===== src/rtl/txg_pkg.sv =====
package txg_pkg;

    typedef enum logic [2:0] {
        RG_NONE  = 3'd0,
        RG_FREE  = 3'd1,
        RG_EVEN  = 3'd2,
        RG_GUARD = 3'd3,
        RG_FONT  = 3'd4
    } region_e;

    typedef enum logic [1:0] {
        CS_FLAGS = 2'd0,
        CS_BASE  = 2'd1,
        CS_CLEAR = 2'd2,
        CS_IDLE  = 2'd3
    } ctrl_sel_e;

    localparam int FLAG_WRITABLE_BIT = 0;
    localparam int FLAG_WRITTEN_BIT  = 7;

endpackage


===== src/rtl/txg_region_decode.sv =====
module txg_region_decode
    import txg_pkg::*;
#(
    parameter int              ADDR_W   = 20,
    parameter logic [ADDR_W-1:0] WIN_LO   = 20'hA0000,
    parameter logic [ADDR_W-1:0] EVEN_LO  = 20'hA2000,
    parameter logic [ADDR_W-1:0] GUARD_LO = 20'hA3FE0,
    parameter logic [ADDR_W-1:0] FONT_LO  = 20'hA4000,
    parameter logic [ADDR_W-1:0] WIN_HI   = 20'hA5000
) (
    input  logic [ADDR_W-1:0] addr,
    output region_e           region
);

    always_comb begin
        if (addr < WIN_LO || addr >= WIN_HI) begin
            region = RG_NONE;
        end else if (addr < EVEN_LO) begin
            region = RG_FREE;
        end else if (addr < GUARD_LO) begin
            region = RG_EVEN;
        end else if (addr < FONT_LO) begin
            region = RG_GUARD;
        end else begin
            region = RG_FONT;
        end
    end

endmodule


===== src/rtl/txg_lane_select.sv =====
module txg_lane_select
    import txg_pkg::*;
#(
    parameter int ADDR_W = 20,
    parameter int CTRL_W = 8
) (
    input  logic              req,
    input  region_e           region,
    input  logic [ADDR_W-1:0] addr,
    input  logic [15:0]       data,
    input  logic              word,
    input  logic              sw_en,
    input  logic              font_open,
    input  logic [CTRL_W-1:0] font_base,
    output logic [1:0]        be,
    output logic [ADDR_W-1:0] lane_addr,
    output logic [15:0]       lane_data,
    output logic              font_we,
    output logic [CTRL_W-1:0] font_idx,
    output logic [7:0]        font_data
);

    localparam logic [ADDR_W-1:0] ONE = {{(ADDR_W-1){1'b0}}, 1'b1};

    logic [ADDR_W-1:0] even_addr;
    logic [7:0]        even_byte;
    logic              even_ok;
    logic [CTRL_W-1:0] slot;

    // Word to odd address shifts onto the next even byte with the high half.
    always_comb begin
        if (word && addr[0]) begin
            even_addr = addr + ONE;
            even_byte = data[15:8];
            even_ok   = 1'b1;
        end else begin
            even_addr = addr;
            even_byte = data[7:0];
            even_ok   = !addr[0];
        end
    end

    assign slot = CTRL_W'(addr[4:1]);

    always_comb begin
        be        = 2'b00;
        lane_addr = '0;
        lane_data = '0;
        font_we   = 1'b0;
        font_idx  = '0;
        font_data = '0;
        if (req) begin
            unique case (region)
                RG_FREE: begin
                    be        = word ? 2'b11 : 2'b01;
                    lane_addr = addr;
                    lane_data = word ? data : {8'h00, data[7:0]};
                end
                RG_EVEN: begin
                    if (even_ok) begin
                        be        = 2'b01;
                        lane_addr = even_addr;
                        lane_data = {8'h00, even_byte};
                    end
                end
                RG_GUARD: begin
                    if (even_ok && (!even_addr[1] || sw_en)) begin
                        be        = 2'b01;
                        lane_addr = even_addr;
                        lane_data = {8'h00, even_byte};
                    end
                end
                RG_FONT: begin
                    if (font_open && (word || addr[0])) begin
                        font_we   = 1'b1;
                        font_idx  = font_base + slot;
                        font_data = (word && !addr[0]) ? data[15:8] : data[7:0];
                    end
                end
                RG_NONE: begin
                end
                default: begin
                end
            endcase
        end
    end

endmodule


===== src/rtl/txg_ctrl_regs.sv =====
module txg_ctrl_regs
    import txg_pkg::*;
#(
    parameter int CTRL_W = 8
) (
    input  logic              clk,
    input  logic              rst_n,
    input  logic              ctrl_we,
    input  logic [1:0]        ctrl_sel,
    input  logic [CTRL_W-1:0] ctrl_wdata,
    input  logic              font_hit,
    input  logic              text_hit,
    output logic [CTRL_W-1:0] cg_ctrl,
    output logic [CTRL_W-1:0] font_base,
    output logic              text_changed
);

    ctrl_sel_e         sel;
    logic [CTRL_W-1:0] flags_next;
    logic [CTRL_W-1:0] written_mask;

    assign sel          = ctrl_sel_e'(ctrl_sel);
    assign written_mask = CTRL_W'(1) << FLAG_WRITTEN_BIT;

    always_comb begin
        flags_next = cg_ctrl;
        if (ctrl_we && sel == CS_FLAGS) begin
            flags_next = ctrl_wdata;
        end
        if (font_hit) begin
            flags_next = flags_next | written_mask;
        end
    end

    always_ff @(posedge clk) begin
        if (!rst_n) begin
            cg_ctrl      <= '0;
            font_base    <= '0;
            text_changed <= 1'b0;
        end else begin
            cg_ctrl <= flags_next;
            if (ctrl_we && sel == CS_BASE) begin
                font_base <= ctrl_wdata;
            end
            if (text_hit) begin
                text_changed <= 1'b1;
            end else if (ctrl_we && sel == CS_CLEAR) begin
                text_changed <= 1'b0;
            end
        end
    end

endmodule


===== src/rtl/txg_write_gate.sv =====
module txg_write_gate
    import txg_pkg::*;
#(
    parameter int ADDR_W = 20,
    parameter int CTRL_W = 8,
    parameter int CELL_W = 12
) (
    input  logic              clk,
    input  logic              rst_n,
    input  logic              wr_en,
    input  logic              wr_word,
    input  logic [ADDR_W-1:0] wr_addr,
    input  logic [15:0]       wr_data,
    input  logic              sw_access_en,
    input  logic              ctrl_we,
    input  logic [1:0]        ctrl_sel,
    input  logic [CTRL_W-1:0] ctrl_wdata,
    output logic [1:0]        ram_be,
    output logic [ADDR_W-1:0] ram_addr,
    output logic [15:0]       ram_data,
    output logic              font_we,
    output logic [CTRL_W-1:0] font_idx,
    output logic [7:0]        font_data,
    output logic [1:0]        dirty_we,
    output logic [CELL_W-1:0] dirty_cell0,
    output logic [CELL_W-1:0] dirty_cell1,
    output logic              text_changed,
    output logic [CTRL_W-1:0] cg_ctrl
);

    region_e           region;
    logic [CTRL_W-1:0] font_base;

    txg_region_decode #(.ADDR_W(ADDR_W)) u_decode (
        .addr   (wr_addr),
        .region (region)
    );

    txg_lane_select #(.ADDR_W(ADDR_W), .CTRL_W(CTRL_W)) u_lanes (
        .req       (wr_en),
        .region    (region),
        .addr      (wr_addr),
        .data      (wr_data),
        .word      (wr_word),
        .sw_en     (sw_access_en),
        .font_open (cg_ctrl[FLAG_WRITABLE_BIT]),
        .font_base (font_base),
        .be        (ram_be),
        .lane_addr (ram_addr),
        .lane_data (ram_data),
        .font_we   (font_we),
        .font_idx  (font_idx),
        .font_data (font_data)
    );

    txg_ctrl_regs #(.CTRL_W(CTRL_W)) u_ctrl (
        .clk          (clk),
        .rst_n        (rst_n),
        .ctrl_we      (ctrl_we),
        .ctrl_sel     (ctrl_sel),
        .ctrl_wdata   (ctrl_wdata),
        .font_hit     (font_we),
        .text_hit     (|ram_be),
        .cg_ctrl      (cg_ctrl),
        .font_base    (font_base),
        .text_changed (text_changed)
    );

    // Cell of address+1 is the lane-0 cell plus the lane-0 address parity.
    assign dirty_we    = ram_be;
    assign dirty_cell0 = ram_addr[CELL_W:1];
    assign dirty_cell1 = ram_addr[CELL_W:1] + CELL_W'(ram_addr[0]);


    idle_quiet_chk: assert property (@(posedge clk) disable iff (!rst_n)
        !wr_en |-> (ram_be == 2'b00 && !font_we && dirty_we == 2'b00));


    font_text_excl_chk: assert property (@(posedge clk) disable iff (!rst_n)
        !(font_we && (|ram_be)));


    font_gate_chk: assert property (@(posedge clk) disable iff (!rst_n)
        font_we |-> cg_ctrl[FLAG_WRITABLE_BIT]);


    font_latch_chk: assert property (@(posedge clk) disable iff (!rst_n)
        font_we |=> cg_ctrl[FLAG_WRITTEN_BIT]);


    text_flag_chk: assert property (@(posedge clk) disable iff (!rst_n)
        (|ram_be) |=> text_changed);


    even_only_chk: assert property (@(posedge clk) disable iff (!rst_n)
        (wr_en && !wr_word && wr_addr[0] && wr_addr >= 20'hA2000 && wr_addr < 20'hA4000)
        |-> ram_be == 2'b00);


    outside_quiet_chk: assert property (@(posedge clk) disable iff (!rst_n)
        (wr_addr < 20'hA0000 || wr_addr >= 20'hA5000) |-> (ram_be == 2'b00 && !font_we));

endmodule


===== config.mk =====
export PLATFORM = sky130hd
export DESIGN_NAME = txg_write_gate
export DESIGN_NICKNAME = d
export VERILOG_FILES = /design/src/rtl/txg_pkg.sv /design/src/rtl/txg_region_decode.sv /design/src/rtl/txg_lane_select.sv /design/src/rtl/txg_ctrl_regs.sv /design/src/rtl/txg_write_gate.sv
export SDC_FILE = /design/constraint.sdc
export NUM_CORES = 1
export LEC_CHECK = 0
export ABC_AREA = 1
export BUFFER_PORTS_ARGS = -buffer_cell sky130_fd_sc_hd__clkbuf_2
export CAP_MARGIN = 0
export CORE_ASPECT_RATIO = 1.5
export CORE_MARGIN = 2
export CORE_UTILIZATION = 42
export DETAILED_ROUTE_END_ITERATION = 12
export PLACE_DENSITY = 0.79
export SYNTH_ARGS = -nofsm -noshare
export SYNTH_HDL_FRONTEND = slang
export SYNTH_HIERARCHICAL = 1
export SYNTH_SLANG_ARGS = --single-unit

===== constraint.sdc =====
create_clock -name clk -period 3.72 [get_ports clk]
set_clock_uncertainty 0.15 [all_clocks]
set_input_delay 0.744 -clock clk [delete_from_list [all_inputs] [get_ports clk]]
set_output_delay 0.744 -clock clk [all_outputs]
set_load 0.005 [all_outputs]

==> flow_summary.yaml <==
cells_and_area:
  final_core_util: 0.696
  insertedDiodeCount: 0
  final_net_count: 756
  most-common-layout-cells: "sky130_fd_sc_hd__clkbuf_2 (130), sky130_fd_sc_hd__nand2_1 (122), sky130_fd_sc_hd__nor2_1 (75), sky130_fd_sc_hd__buf_4 (61), sky130_fd_sc_hd__inv_1 (56)"
  fill_cells: 518
  drive_above_1_share: 0.422
  final_common_cell: "sky130_fd_sc_hd__clkbuf_2"
  layout-area-overhead-vs-synth_pct: 59.6
  fin_area_um2: 4260
global_route:
  grt_max_degree: 17
  track_usage: 0.263
  first_pass_grt_wire_length_um: 15800
  antenna_found_initial: 0
  grt_pass1_vias: 3639
  gr-total-overflow: 0
sta:
  final.min_clock_period_ns: 3.88
  worst_slack_ns: -0.164
  drv_slew: 0
  post-route-period-util: 1.04
  slew_headroom: 0.669
  rsz_0062_raised_after_global_routing: "true"
  clock.fmax_mhz: 257
  hold_ws_ns: 0.336
  final-hold-violation-count: 0
  setup_viol_count_final: 7
  worstMarginPinSlew_ns: 0.495
logic_synthesis:
  synth_top_cells_by_area: "sky130_fd_sc_hd__nand2_1 (20%), sky130_fd_sc_hd__dfxtp_1 (13%), sky130_fd_sc_hd__nor2_1 (12%)"
  seq_area_frac_synth: 0.127
  post-synth-top-area-cell: "sky130_fd_sc_hd__nand2_1"
  syn-instance-count: 501
  synth-main-ff-cell: "sky130_fd_sc_hd__dfxtp_1"
  synth_async_sr_flop_share: 0
  synthesis.nets: 562
  top_area_cell_type_share_of_the_netlist_area: 0.195
  synth_edf_count: 0
  yosysWarnings: 6
  synth_cell_type_count: 34
  netlist_area_um2: 2670
  synth.ff_latch_count: 17
  syn-mean-instance-area_um2: 5.33
placement:
  detailedPlacementHpwl_um: 7810
  place_congestion: 0.994
  placedInstanceArea_um2: 3740
  io_buffer_count: 141
pwr:
  total_leakage_power_nw: 2.11
  power_per_cell_area_nw_per_um2: 119
  maximum_vdd_drop_uv: 242
clock_network:
  hold_buffers: 0
  cts_inserted_buffers: 3
  clkLatencyLatePin_ns: 0.25
  tritoncts_num_sinks: 17
  cts.htree.levels: 1
  cts.path.max_buffers: 2
  cts_tree: "built"
  buffer_cell_driving_the_clock_tree_root: "sky130_fd_sc_hd__clkbuf_8"
  worst_setup_hold_path_clk_slew_ns: 0.06
run:
  maxCapViolations: 0
floorplanning:
  floorplan.initialDensity: 0.436
  floorplan.die.width_um: 69.1
  core_um2: 6130
  row_count: 35
  fp.dieArea_um2: 7030
  ios: 142
  chipHeight_um: 102
worst_setup_path:
  timing.critical_path.fanout_max: 4
  worst-endpoint-arrival_ns: 2.99
  cp_data_required_time_ns: 2.83
  cp-start-kind: "input port"
  critical_path_class: "in2out"
  worst_setup_path_end_kind: "output pin"
routing:
  dr.pass1.iters: 7
  totalWireLength_um: 10800
  detail_route.iter0.violations: 327
  vias: 4165
  vias_per_inst: 5.42
  remaining_drc_errors: 0
  wl_per_cell_um: 14.0
  ant_nets: 0
status:
  failed_checks: "setup timing"
  outcome: "complete, but fails checks"
min_path:
  min-delay-path-class: "reg2reg"
[worst paths after layout]
| path | from | to | slack [ns] | cells after the start |
|---|---|---|---|---|
| setup / recovery | wr_addr[12] | dirty_cell1[11] | -0.16 | 18 |
| hold / removal | u_ctrl/cg_ctrl[2]$_SDFFE_PN0P_ | u_ctrl/cg_ctrl[2]$_SDFFE_PN0P_ | 0.34 | 2 |
| setup reg to reg | u_ctrl/cg_ctrl[0]$_SDFFE_PN0P_ | u_ctrl/cg_ctrl[7]$_SDFFE_PN0P_ | 2.41 | 8 |
| hold reg to reg | u_ctrl/cg_ctrl[2]$_SDFFE_PN0P_ | u_ctrl/cg_ctrl[2]$_SDFFE_PN0P_ | 0.34 | 2 |
[metal layers]
metal | global-route usage | share of wire
met5 | 0 | 0
met4 | 0.101 | 0.036
met3 | 0.0229 | 0.074
met2 | 0.510 | 0.54
met1 | 0.295 | 0.35
[critical path, cell delays in order]
cell,delay [ns]
sky130_fd_sc_hd__buf_6,0.10
sky130_fd_sc_hd__o21ai_2,0.15
sky130_fd_sc_hd__nand2_2,0.09
sky130_fd_sc_hd__nor2_2,0.12
sky130_fd_sc_hd__nand2_2,0.09
sky130_fd_sc_hd__buf_6,0.13
sky130_fd_sc_hd__nor2_4,0.10
sky130_fd_sc_hd__nand3_1,0.13
sky130_fd_sc_hd__inv_2,0.11
sky130_fd_sc_hd__buf_4,0.11
sky130_fd_sc_hd__a21oi_1,0.06
sky130_fd_sc_hd__nor2_2,0.23
sky130_fd_sc_hd__buf_6,0.17
sky130_fd_sc_hd__nand2_2,0.09
sky130_fd_sc_hd__nor2_4,0.17
sky130_fd_sc_hd__nand4_1,0.16
sky130_fd_sc_hd__nand2_1,0.11
sky130_fd_sc_hd__clkbuf_2,0.11
[what timing repair did]
item	in CTS	in global routing
pin swaps	23	27
resized for setup	29	72
setup endpoints to repair	10	23
gates cloned	0	0
buffers inserted	9	12
[area by class of cell]
| cell class | count | area (µm²) | share of cell area |
|---|---|---|---|
| flip-flops and latches | 17 | 340 | 0.0798 |
| clock buffers | 4 | 45.0 | 0.0106 |
| well taps | 74 | 92.6 | 0.0217 |
| inverters | 65 | 248 | 0.0581 |
| repair buffers | 215 | 1340 | 0.315 |
| multi-input cells | 393 | 2200 | 0.515 |
[registers in the layout (all words and copies together) (netlist names)]
| signal | count |
|---|---|
| u_ctrl/text_changed | 1 |
| u_ctrl/font_base | 8 |
| u_ctrl/cg_ctrl | 8 |
[cells in the mapped netlist, types with 5 or more instances]
cell,number
sky130_fd_sc_hd__buf_4,17
sky130_fd_sc_hd__dfxtp_1,17
sky130_fd_sc_hd__nand4_1,18
sky130_fd_sc_hd__nand3_1,25
sky130_fd_sc_hd__nor2_1,88
sky130_fd_sc_hd__a21oi_1,35
sky130_fd_sc_hd__nand2_1,139
sky130_fd_sc_hd__ha_1,8
sky130_fd_sc_hd__inv_2,5
sky130_fd_sc_hd__o21ai_0,26
sky130_fd_sc_hd__nor3_1,6
sky130_fd_sc_hd__o22ai_1,8
sky130_fd_sc_hd__xor2_1,7
sky130_fd_sc_hd__inv_1,57
sky130_fd_sc_hd__a211oi_1,8
[cells by family (layout without fill, tap and decap cells)]
group                      Yosys count  count (layout)  synth area share
AOI/OAI and AO/OA                   82              82             0.170
xor gates and xnor gates             9               9            0.0295
adders and majority gates            9               9            0.0450
buffers and inverters               91             284             0.157
DFF                                 17              17             0.127
and+or+nand+nor                    293             293             0.472
[where the power goes]
group	leakage (nW)	total, mW	internal, mW	switching (mW)
combinational	1.95	0.179	0.0703	0.108
clock	0.0228	0.134	0.0759	0.0583
sequential	0.138	0.195	0.189	0.00525
[per-stage QoR]
step	instances	setup WS, ns	power (mW)	TNS, ns
floorplan	501	0.00632	0.274	0
global placement	746	-0.0188	0.354	-0.0443
detailed placement	746	-0.114	0.358	-0.575
CTS	759	-0.0225	0.493	-0.0725
global route	768	-0.321	0.536	-2.42
finish	768	-0.164	0.507	-0.627
Note: power is estimated with default switching activity, not from simulation.
